===== config.mk =====
export PLATFORM = sky130hd
export DESIGN_NAME = me_apb_bridge
export DESIGN_NICKNAME = d
export VERILOG_FILES = /design/src/rtl/me_apb_bridge.sv
export SDC_FILE = /design/constraint.sdc
export NUM_CORES = 1
export LEC_CHECK = 0
export BUFFER_PORTS_ARGS = -buffer_cell sky130_fd_sc_hd__buf_2
export CAP_MARGIN = 20
export CORE_MARGIN = 3
export CORE_UTILIZATION = 45
export DETAILED_ROUTE_END_ITERATION = 10
export PLACE_DENSITY = 0.81
export SYNTH_ARGS = -nofsm -noshare
export SYNTH_HDL_FRONTEND = slang
export SYNTH_SLANG_ARGS = --single-unit

===== constraint.sdc =====
create_clock -name pclk -period 1.8 [get_ports pclk]
set_input_delay 0.09 -clock pclk [delete_from_list [all_inputs] [get_ports pclk]]
set_output_delay 0.09 -clock pclk [all_outputs]
set_load 0.01 [all_outputs]

===== src/rtl/me_apb_bridge.sv =====
module me_apb_bridge #(
  parameter int AW = 12,
  parameter int CW = 8,
  parameter int RW = 16
) (
  input  logic          pclk,
  input  logic          presetn,
  input  logic          psel,
  input  logic          penable,
  input  logic          pwrite,
  input  logic [7:0]    paddr,
  input  logic [31:0]   pwdata,
  output logic [31:0]   prdata,
  output logic          pready,
  output logic          pslverr,
  output logic          cp_en,
  output logic          cp_rst,
  output logic          cp_req,
  output logic          cp_wr,
  output logic [AW-1:0] cp_addr,
  output logic [31:0]   cp_wdata,
  input  logic [31:0]   cp_rdata,
  input  logic          cp_gnt,
  input  logic          cp_done,
  input  logic [RW-1:0] cp_mvx,
  input  logic [RW-1:0] cp_mvy,
  input  logic [RW-1:0] cp_sad
);
  localparam logic [5:0] I_ST = 6'd0, I_SET = 6'd1, I_CLR = 6'd2, I_CTL = 6'd3;
  localparam logic [5:0] I_ADR = 6'd9, I_DIN = 6'd10, I_DOUT = 6'd11;
  localparam logic [5:0] I_MVX = 6'd12, I_MVY = 6'd13, I_SAD = 6'd14;

  logic [CW-1:0] ctrl;
  logic [AW-1:0] addr;
  logic [31:0]   wd_q, rd_q;
  logic [RW-1:0] rx, ry, rs;
  logic          busy, ack, wr_q, done_f;

  wire [5:0] widx    = paddr[7:2];
  wire       acc     = psel & penable;
  wire       mem_hit = acc & ((pwrite & (widx == I_DIN)) | (~pwrite & (widx == I_DOUT)));
  wire       start   = mem_hit & ~busy & ~ack;
  wire       wr_cyc  = acc & pwrite & pready;
  wire       clr_done = wr_cyc & (widx == I_CLR) & pwdata[0];

  assign pready   = ~mem_hit | ack;
  assign pslverr  = 1'b0;
  assign cp_en    = ctrl[0];
  assign cp_rst   = ctrl[1];
  assign cp_req   = busy;
  assign cp_wr    = wr_q;
  assign cp_addr  = addr;
  assign cp_wdata = wd_q;

  always_ff @(posedge pclk or negedge presetn) begin
    if (!presetn) begin
      ctrl <= '0; addr <= '0; wd_q <= '0; rd_q <= '0;
      rx <= '0; ry <= '0; rs <= '0;
      busy <= 1'b0; ack <= 1'b0; wr_q <= 1'b0; done_f <= 1'b0;
    end else begin
      ack <= busy & cp_gnt;
      if (start) begin
        busy <= 1'b1;
        wr_q <= pwrite;
        wd_q <= pwdata;
      end else if (busy && cp_gnt) begin
        busy <= 1'b0;
        if (wr_q) addr <= addr + 1'b1;
        else      rd_q <= cp_rdata;
      end
      if (wr_cyc && widx == I_ADR) addr <= pwdata[AW-1:0];
      if (wr_cyc && widx == I_SET) ctrl <= ctrl | pwdata[CW-1:0];
      if (wr_cyc && widx == I_CLR) ctrl <= ctrl & ~pwdata[CW-1:0];
      if (cp_done) done_f <= 1'b1;
      else if (clr_done) done_f <= 1'b0;
      if (cp_done) begin
        rx <= cp_mvx; ry <= cp_mvy; rs <= cp_sad;
      end
    end
  end

  always_comb begin
    case (widx)
      I_ST:    prdata = {30'd0, busy, done_f};
      I_CTL:   prdata = {{(32-CW){1'b0}}, ctrl};
      I_ADR:   prdata = {{(32-AW){1'b0}}, addr};
      I_DOUT:  prdata = rd_q;
      I_MVX:   prdata = {{(32-RW){1'b0}}, rx};
      I_MVY:   prdata = {{(32-RW){1'b0}}, ry};
      I_SAD:   prdata = {{(32-RW){1'b0}}, rs};
      default: prdata = 32'd0;
    endcase
  end

  AST_SET_BITS: assert property (@(posedge pclk) disable iff (!presetn)
    wr_cyc && widx == I_SET |=> (ctrl & $past(pwdata[CW-1:0])) == $past(pwdata[CW-1:0]));
  AST_CLR_BITS: assert property (@(posedge pclk) disable iff (!presetn)
    wr_cyc && widx == I_CLR |=> (ctrl & $past(pwdata[CW-1:0])) == '0);
  AST_DONE_STICKY: assert property (@(posedge pclk) disable iff (!presetn)
    done_f && !clr_done |=> done_f);
  AST_RES_HOLD: assert property (@(posedge pclk) disable iff (!presetn)
    !cp_done |=> $stable(rx) && $stable(ry) && $stable(rs));
  AST_REQ_HOLD: assert property (@(posedge pclk) disable iff (!presetn)
    cp_req && !cp_gnt |=> cp_req && $stable(cp_addr) && $stable(cp_wr));
  AST_GNT_READY: assert property (@(posedge pclk) disable iff (!presetn)
    cp_req && cp_gnt |=> pready && !cp_req);
  AST_ADDR_STEP: assert property (@(posedge pclk) disable iff (!presetn)
    cp_req && cp_gnt && cp_wr |=> cp_addr == $past(cp_addr) + 1'b1);
  AST_RD_KEEP_ADDR: assert property (@(posedge pclk) disable iff (!presetn)
    cp_req && cp_gnt && !cp_wr |=> $stable(cp_addr));
endmodule


* Word level (Yosys, flattened, before mapping)
Cells that the tools add are included.
** Word-level totals
- Bits in registers :: 136
- Input port bits :: 127
** Operators by class
- Add/sub/neg operators :: 1
- Equality and inequality tests :: 10
- Muxes and demuxes :: 11
- Bitwise logic cells :: 22
- Reductions and logical operators :: 12
** Operators by type and width (count)
- one-hot mux 32 bit (7 select lines) :: 1
- 2-to-1 mux 12 bit :: 4
- == test 6 x 4 -> 1 bit, second input constant :: 6
- 2-to-1 mux 8 bit :: 2
- adder 12 x 1 -> 12 bit, second input constant :: 1
- == test 6 x 2 -> 1 bit, second input constant :: 2
- bitwise AND 1 bit :: 11
- nonzero test 2 bit :: 5
- bitwise AND 8 bit :: 1
- inverter 8 bit :: 1
- bitwise OR 8 bit :: 1
- == test 6 x 1 -> 1 bit, second input constant :: 1
- zero test 6 bit :: 1
- inverter 1 bit :: 6
- AND reduction 3 bit :: 2
- logical AND 1 bit :: 4
- 2-to-1 mux 1 bit :: 4
- != test 2 x 1 -> 1 bit, second input constant :: 1
- bitwise OR 1 bit :: 2

* Depth between registers and ports, before layout
- Depth after elaboration :: 11
- Mapped depth :: 6

* Worst setup path after synthesis
OpenSTA, ideal clock, no wires.
- Path type :: flip-flop to flip-flop
- From :: register busy (netlist: cp_req)
- To :: register rd_q[0]
- Setup time :: 125 ps
- Arrival time :: 1761 ps
- Data required time :: 1675 ps
- Slack :: -85 ps
- Cell stages (with the launch flop) :: 7
- Path buffers :: 3
- Cells stage by stage :: dfrtp_1 > clkbuf_1 > and2_1 > nand2b_1 > clkbuf_1 > buf_1 > mux2_2
** Between the ends
- Word-level cells in the longest chain between the ends :: 5
** RTL lines
- start, declared :: RTL line 37 : logic busy, ack, wr_q, done_f;
- start signal, assigned :: RTL line 59 : busy <= 1'b0; ack <= 1'b0; wr_q <= 1'b0; done_f <= 1'b0;
- start signal, assigned :: RTL line 63 : busy <= 1'b1;
- start signal, assigned :: RTL line 67 : busy <= 1'b0;
- inverter 1 bit :: RTL line 42 : wire start = mem_hit & ~busy & ~ack;
- bitwise AND 1 bit (2 in series) :: RTL line 42
- inverter 1 bit (no source line)
- AND reduction 3 bit (no source line) (*)
- end signal, assigned :: RTL line 69 : else rd_q <= cp_rdata;
- end, declared :: RTL line 35 : logic [31:0] wd_q, rd_q;
Every way passes the cells marked *; elsewhere a longest branch is shown, timed or not.
A chain may end at the register's enable or synchronous reset.

* Final worst setup path
- From :: input paddr[7]
- To :: output prdata[5]
** Between the ends
- Word-level cells in the longest chain between the ends :: 2
** RTL lines
- start, declared :: RTL line 11 : input logic [7:0] paddr,
- == test 6 x 4 -> 1 bit, or another cell as far along :: RTL line 83 : case (widx)
- one-hot mux 32 bit (7 select lines) (*) :: RTL line 83
- end, declared :: RTL line 13 : output logic [31:0] prdata,
Marks and branches as above.

==> flow_results.xml <==
<?xml version="1.0" encoding="UTF-8"?>
<metrics>
  <group name="cts">
    <metric name="clockBufferDepth" unit="">2</metric>
    <metric name="cts_tree" unit="">done</metric>
    <metric name="htree_levels" unit="">4</metric>
    <metric name="worstSkewPairLatency" unit="ns">0.42</metric>
    <metric name="clk_pin_slew" unit="ns">0.05</metric>
    <metric name="cts-buffers-inserted" unit="">17</metric>
    <metric name="ctsRootBufferMaster" unit="">sky130_fd_sc_hd__clkbuf_16</metric>
    <metric name="cts_num_sinks" unit="">136</metric>
  </group>
  <group name="worst_setup_path">
    <metric name="crit-reg2reg-capture" unit="">cp_wdata[26]</metric>
    <metric name="worst-setup-path-type" unit="">in -&gt; out</metric>
    <metric name="critical_path_arrival" unit="ns">1.69</metric>
    <metric name="r2r_setup_slack" unit="ns">0.05</metric>
    <metric name="path_cells" unit="">buf_2 &gt; or4b_4 &gt; buf_4 &gt; nor2_2 &gt; buf_4 &gt; a22oi_1 &gt; nand3_1 &gt; buf_2</metric>
    <metric name="timing.rr.start" unit="">ack</metric>
    <metric name="timing.critical_path.fanout_max" unit="">14</metric>
    <metric name="type_of_origin_of_the_critical_path" unit="">input pin</metric>
    <metric name="worstRegToRegCells" unit="">5</metric>
    <metric name="crit_path_end_kind" unit="">primary output</metric>
    <metric name="worst_path_largest_cell_delay" unit="ns">0.54</metric>
    <metric name="worst_path_slowest_cell" unit="">sky130_fd_sc_hd__or4b_4</metric>
    <metric name="worst-endpoint-required" unit="ns">1.71</metric>
  </group>
  <group name="layout">
    <metric name="final_area" unit="um2">9199</metric>
    <metric name="multi_input_area" unit="um2">2532</metric>
    <metric name="drive_above_1_share" unit="">0.4796</metric>
    <metric name="regArea" unit="um2">3403</metric>
    <metric name="nFillCells" unit="">863</metric>
    <metric name="area.growth.synth_to_final" unit="%">51.71</metric>
    <metric name="finalNetCount" unit="">922</metric>
  </group>
  <group name="synthesis">
    <metric name="yosys.area_share.simple" unit="">0.08069</metric>
    <metric name="netlist.top_cell.by_area" unit="">sky130_fd_sc_hd__dfrtp_1</metric>
    <metric name="synthFlopType" unit="">sky130_fd_sc_hd__dfrtp_1</metric>
    <metric name="synthesized_area_per_cell" unit="um2">13.47</metric>
    <metric name="synth_most_common_cell" unit="">sky130_fd_sc_hd__dfrtp_1</metric>
    <metric name="synth_compound_area_frac" unit="">0.07676</metric>
    <metric name="synth.cells.most_frequent" unit="">sky130_fd_sc_hd__dfrtp_1 (136), sky130_fd_sc_hd__mux2_2 (83), sky130_fd_sc_hd__a22oi_1 (36), sky130_fd_sc_hd__mux2_4 (30), sky130_fd_sc_hd__nand2_1 (23)</metric>
    <metric name="main_combinational_cell_family_by_area_after_synthesis" unit="">multiplexers</metric>
    <metric name="yosys_register_bits" unit="">136</metric>
    <metric name="syn-num-nets" unit="">578</metric>
    <metric name="asyncSetResetFlopFracSynth" unit="">1.000</metric>
    <metric name="synth_sequential_area_ratio" unit="">0.5613</metric>
    <metric name="synth.area.mux_share" unit="">0.2355</metric>
    <metric name="yosys.area_share.adder" unit="">0.002064</metric>
    <metric name="synth_xor_xnor_area_share" unit="">0.01733</metric>
    <metric name="synth_warnings" unit="">0</metric>
    <metric name="synthesis.instances" unit="">450</metric>
    <metric name="number_of_synthesized_flops_with_an_enable_pin" unit="">0</metric>
    <metric name="synth_largest_type_area_fraction" unit="">0.5613</metric>
    <metric name="synth.cell_area" unit="um2">6063</metric>
    <metric name="synth.area.top_cells" unit="">sky130_fd_sc_hd__dfrtp_1 (56%), sky130_fd_sc_hd__mux2_2 (15%), sky130_fd_sc_hd__mux2_4 (7.4%), sky130_fd_sc_hd__a22oi_1 (4.5%), sky130_fd_sc_hd__and2_1 (1.9%)</metric>
    <metric name="yosysUniqueCellTypes" unit="">37</metric>
  </group>
  <group name="placed_design">
    <metric name="io_buffer_count" unit="">205</metric>
    <metric name="postPlaceCellArea" unit="um2">7472</metric>
    <metric name="place_hpwl" unit="um">12210</metric>
    <metric name="finalWeightedCongestion" unit="">0.8694</metric>
  </group>
  <group name="routing">
    <metric name="drc" unit="">0</metric>
    <metric name="route.vias.total" unit="">5209</metric>
    <metric name="detail_route.vias_per_cell" unit="">5.304</metric>
    <metric name="average_wire_per_cell_in_the_routed_design" unit="um">19.74</metric>
    <metric name="drt_first_iter_violations" unit="">375</metric>
    <metric name="totalWireLength" unit="um">19380</metric>
    <metric name="dr.pass1.iters" unit="">5</metric>
    <metric name="final_antenna_net_count" unit="">0</metric>
  </group>
  <group name="floorplan">
    <metric name="die_h" unit="um">122.1</metric>
    <metric name="floorplan.die.width" unit="um">122.1</metric>
    <metric name="core_area" unit="um2">12880</metric>
    <metric name="placement_rows" unit="">41</metric>
    <metric name="floorplan.die_area" unit="um2">14900</metric>
    <metric name="io_pins" unit="">209</metric>
    <metric name="initial_utilization" unit="">0.4709</metric>
  </group>
  <group name="worst_hold_path">
    <metric name="worst_min_delay_path_startpoint" unit="">paddr[2]</metric>
    <metric name="timing.hold.worst_path_depth" unit="">4</metric>
    <metric name="min-delay-path-class" unit="">in -&gt; reg</metric>
    <metric name="min_to" unit="">done_f</metric>
  </group>
  <group name="timing">
    <metric name="grt_setup_unrepaired" unit="">true</metric>
    <metric name="finalSetupViolCount" unit="">0</metric>
    <metric name="final_min_period_over_clock_period" unit="">0.9861</metric>
    <metric name="worst_clock_skew" unit="ns">0.01013</metric>
    <metric name="fmaxAchievable" unit="MHz">563.4</metric>
    <metric name="drv_slew" unit="">0</metric>
    <metric name="timing.final.hold_violations" unit="">0</metric>
    <metric name="fin_crit" unit="ns">1.775</metric>
    <metric name="hold-worst-slack" unit="ns">0.1558</metric>
    <metric name="tightestPinTransition" unit="ns">0.5268</metric>
    <metric name="maxSlewHeadroom" unit="">0.6488</metric>
  </group>
  <group name="pwr">
    <metric name="power_per_cell_area" unit="nW/um2">839.9</metric>
    <metric name="power.leakage" unit="nW">4.554</metric>
    <metric name="ir_worst_vdd" unit="mV">0.6479</metric>
  </group>
  <group name="global_route">
    <metric name="grt-ovfl-total" unit="">0</metric>
    <metric name="grt_first_pass_wirelength" unit="um">30070</metric>
    <metric name="grt_pass1_vias" unit="">5773</metric>
    <metric name="global_route.usage.total" unit="">0.2676</metric>
    <metric name="number_of_antenna_violations_at_the_first_check_in_global_routing" unit="">2</metric>
    <metric name="grt_max_degree" unit="">57</metric>
  </group>
  <group name="run">
    <metric name="timing.max_cap.violations" unit="">0</metric>
  </group>
  <group name="outcome">
    <metric name="status" unit="">finished, final reports clean</metric>
  </group>
</metrics>
routing by layer:
metal  vias up  share of wire  track usage
met5         -              0            0
met4         0          0.043       0.1477
met3        62          0.068      0.06592
met2       249           0.50       0.4496
met1      2565           0.39       0.3151
li1       2333              -            -
through the flow:
stage          std cells  setup WS (ns)    util  TNS, ns  total power, mW
3_5_place_dp         831        -0.1269  0.5803   -3.052            4.346
4_1_cts              979        0.03878  0.7130        0            7.760
5_1_grt              981       -0.03428  0.7142  -0.2201            8.034
3_3_place_gp         831        -0.1085  0.5803   -2.571            4.291
2_1_floorplan        450       0.001892       -        0            3.899
6_report             982        0.02497  0.7144        0            7.726
cell families after synthesis:
| family | after synthesis |
|---|---|
| flip-flops | 136 |
| multiplexers | 117 |
| AND/OR/NAND/NOR | 87 |
| AO/OA/AOI/OAI | 69 |
| buffers and inverters | 27 |
| XOR/XNOR | 12 |
| adder cells (fa/ha/maj) | 1 |
| other | 1 |
where the power goes:
group	leakage, nW	internal, mW	total, mW	switching (mW)
combinational	2.52	0.614	1.02	0.406
sequential	1.76	3.33	3.51	0.174
clock	0.272	1.92	3.20	1.28
what timing repair did:
item / 4_1_cts / 5_1_grt
hold endpoints to repair: 186 / 0
endpoints found under the setup margin: 1 / 14
setup buffers: 1 / 0
hold buffers: 115 / 0
resized for setup: 0 / 3
placed cells by master, fill, tap and decap left out, drive strengths merged, types with 3 or more instances in the layout:
cell and instances:
dfrtp 136, nor4 5, clkbuf 19, clkinv 10, o21ai 10, xnor2 7, diode 3, xor2 5
nand2 23, nor3 8, dlygate4sd3 115, a22oi 36, a21oi 16, nor2 6, nand3 13, and2 18
a222oi 4, nand4 6, mux2 115, buf 235
area by class of cell:
class                      count  share of cell area
clock inverter                13             0.01156
antenna                        3           0.0008161
clock buffer                  19             0.04815
tap                          172             0.02339
sequential                   136              0.3700
timing repair buffer         350              0.2700
multi-input combinational    287              0.2753
inverter                       2           0.0008161
how the worst max path moves through the flow:
stage	start	endpoint	slack, ns	cells past startpoint
detailed placement	paddr[7]	cp_wdata[2]	-0.13	6
global placement	paddr[7]	cp_wdata[0]	-0.11	6
floorplan	paddr[7]	cp_wdata[10]	0.002	5
global route	paddr[7]	prdata[0]	-0.03	8
finish	paddr[7]	prdata[5]	0.02	8
CTS	paddr[7]	prdata[5]	0.04	8
critical path: cells and delay by family:
kind / cells / cell delay [ns]
AND/OR/NAND/NOR: 3 / 0.82
AO/OA/AOI/OAI: 1 / 0.12
buffers and inverters: 4 / 0.65
state kept, by name, indices dropped and copies added (netlist names), named ones only:
signal	count
ack	1
cp_addr	12
cp_req	1
cp_wdata	32
cp_wr	1
done_f	1
rd_q	32
rs	16
rx	16
ry	16
Power figures use the tool's default switching activity.
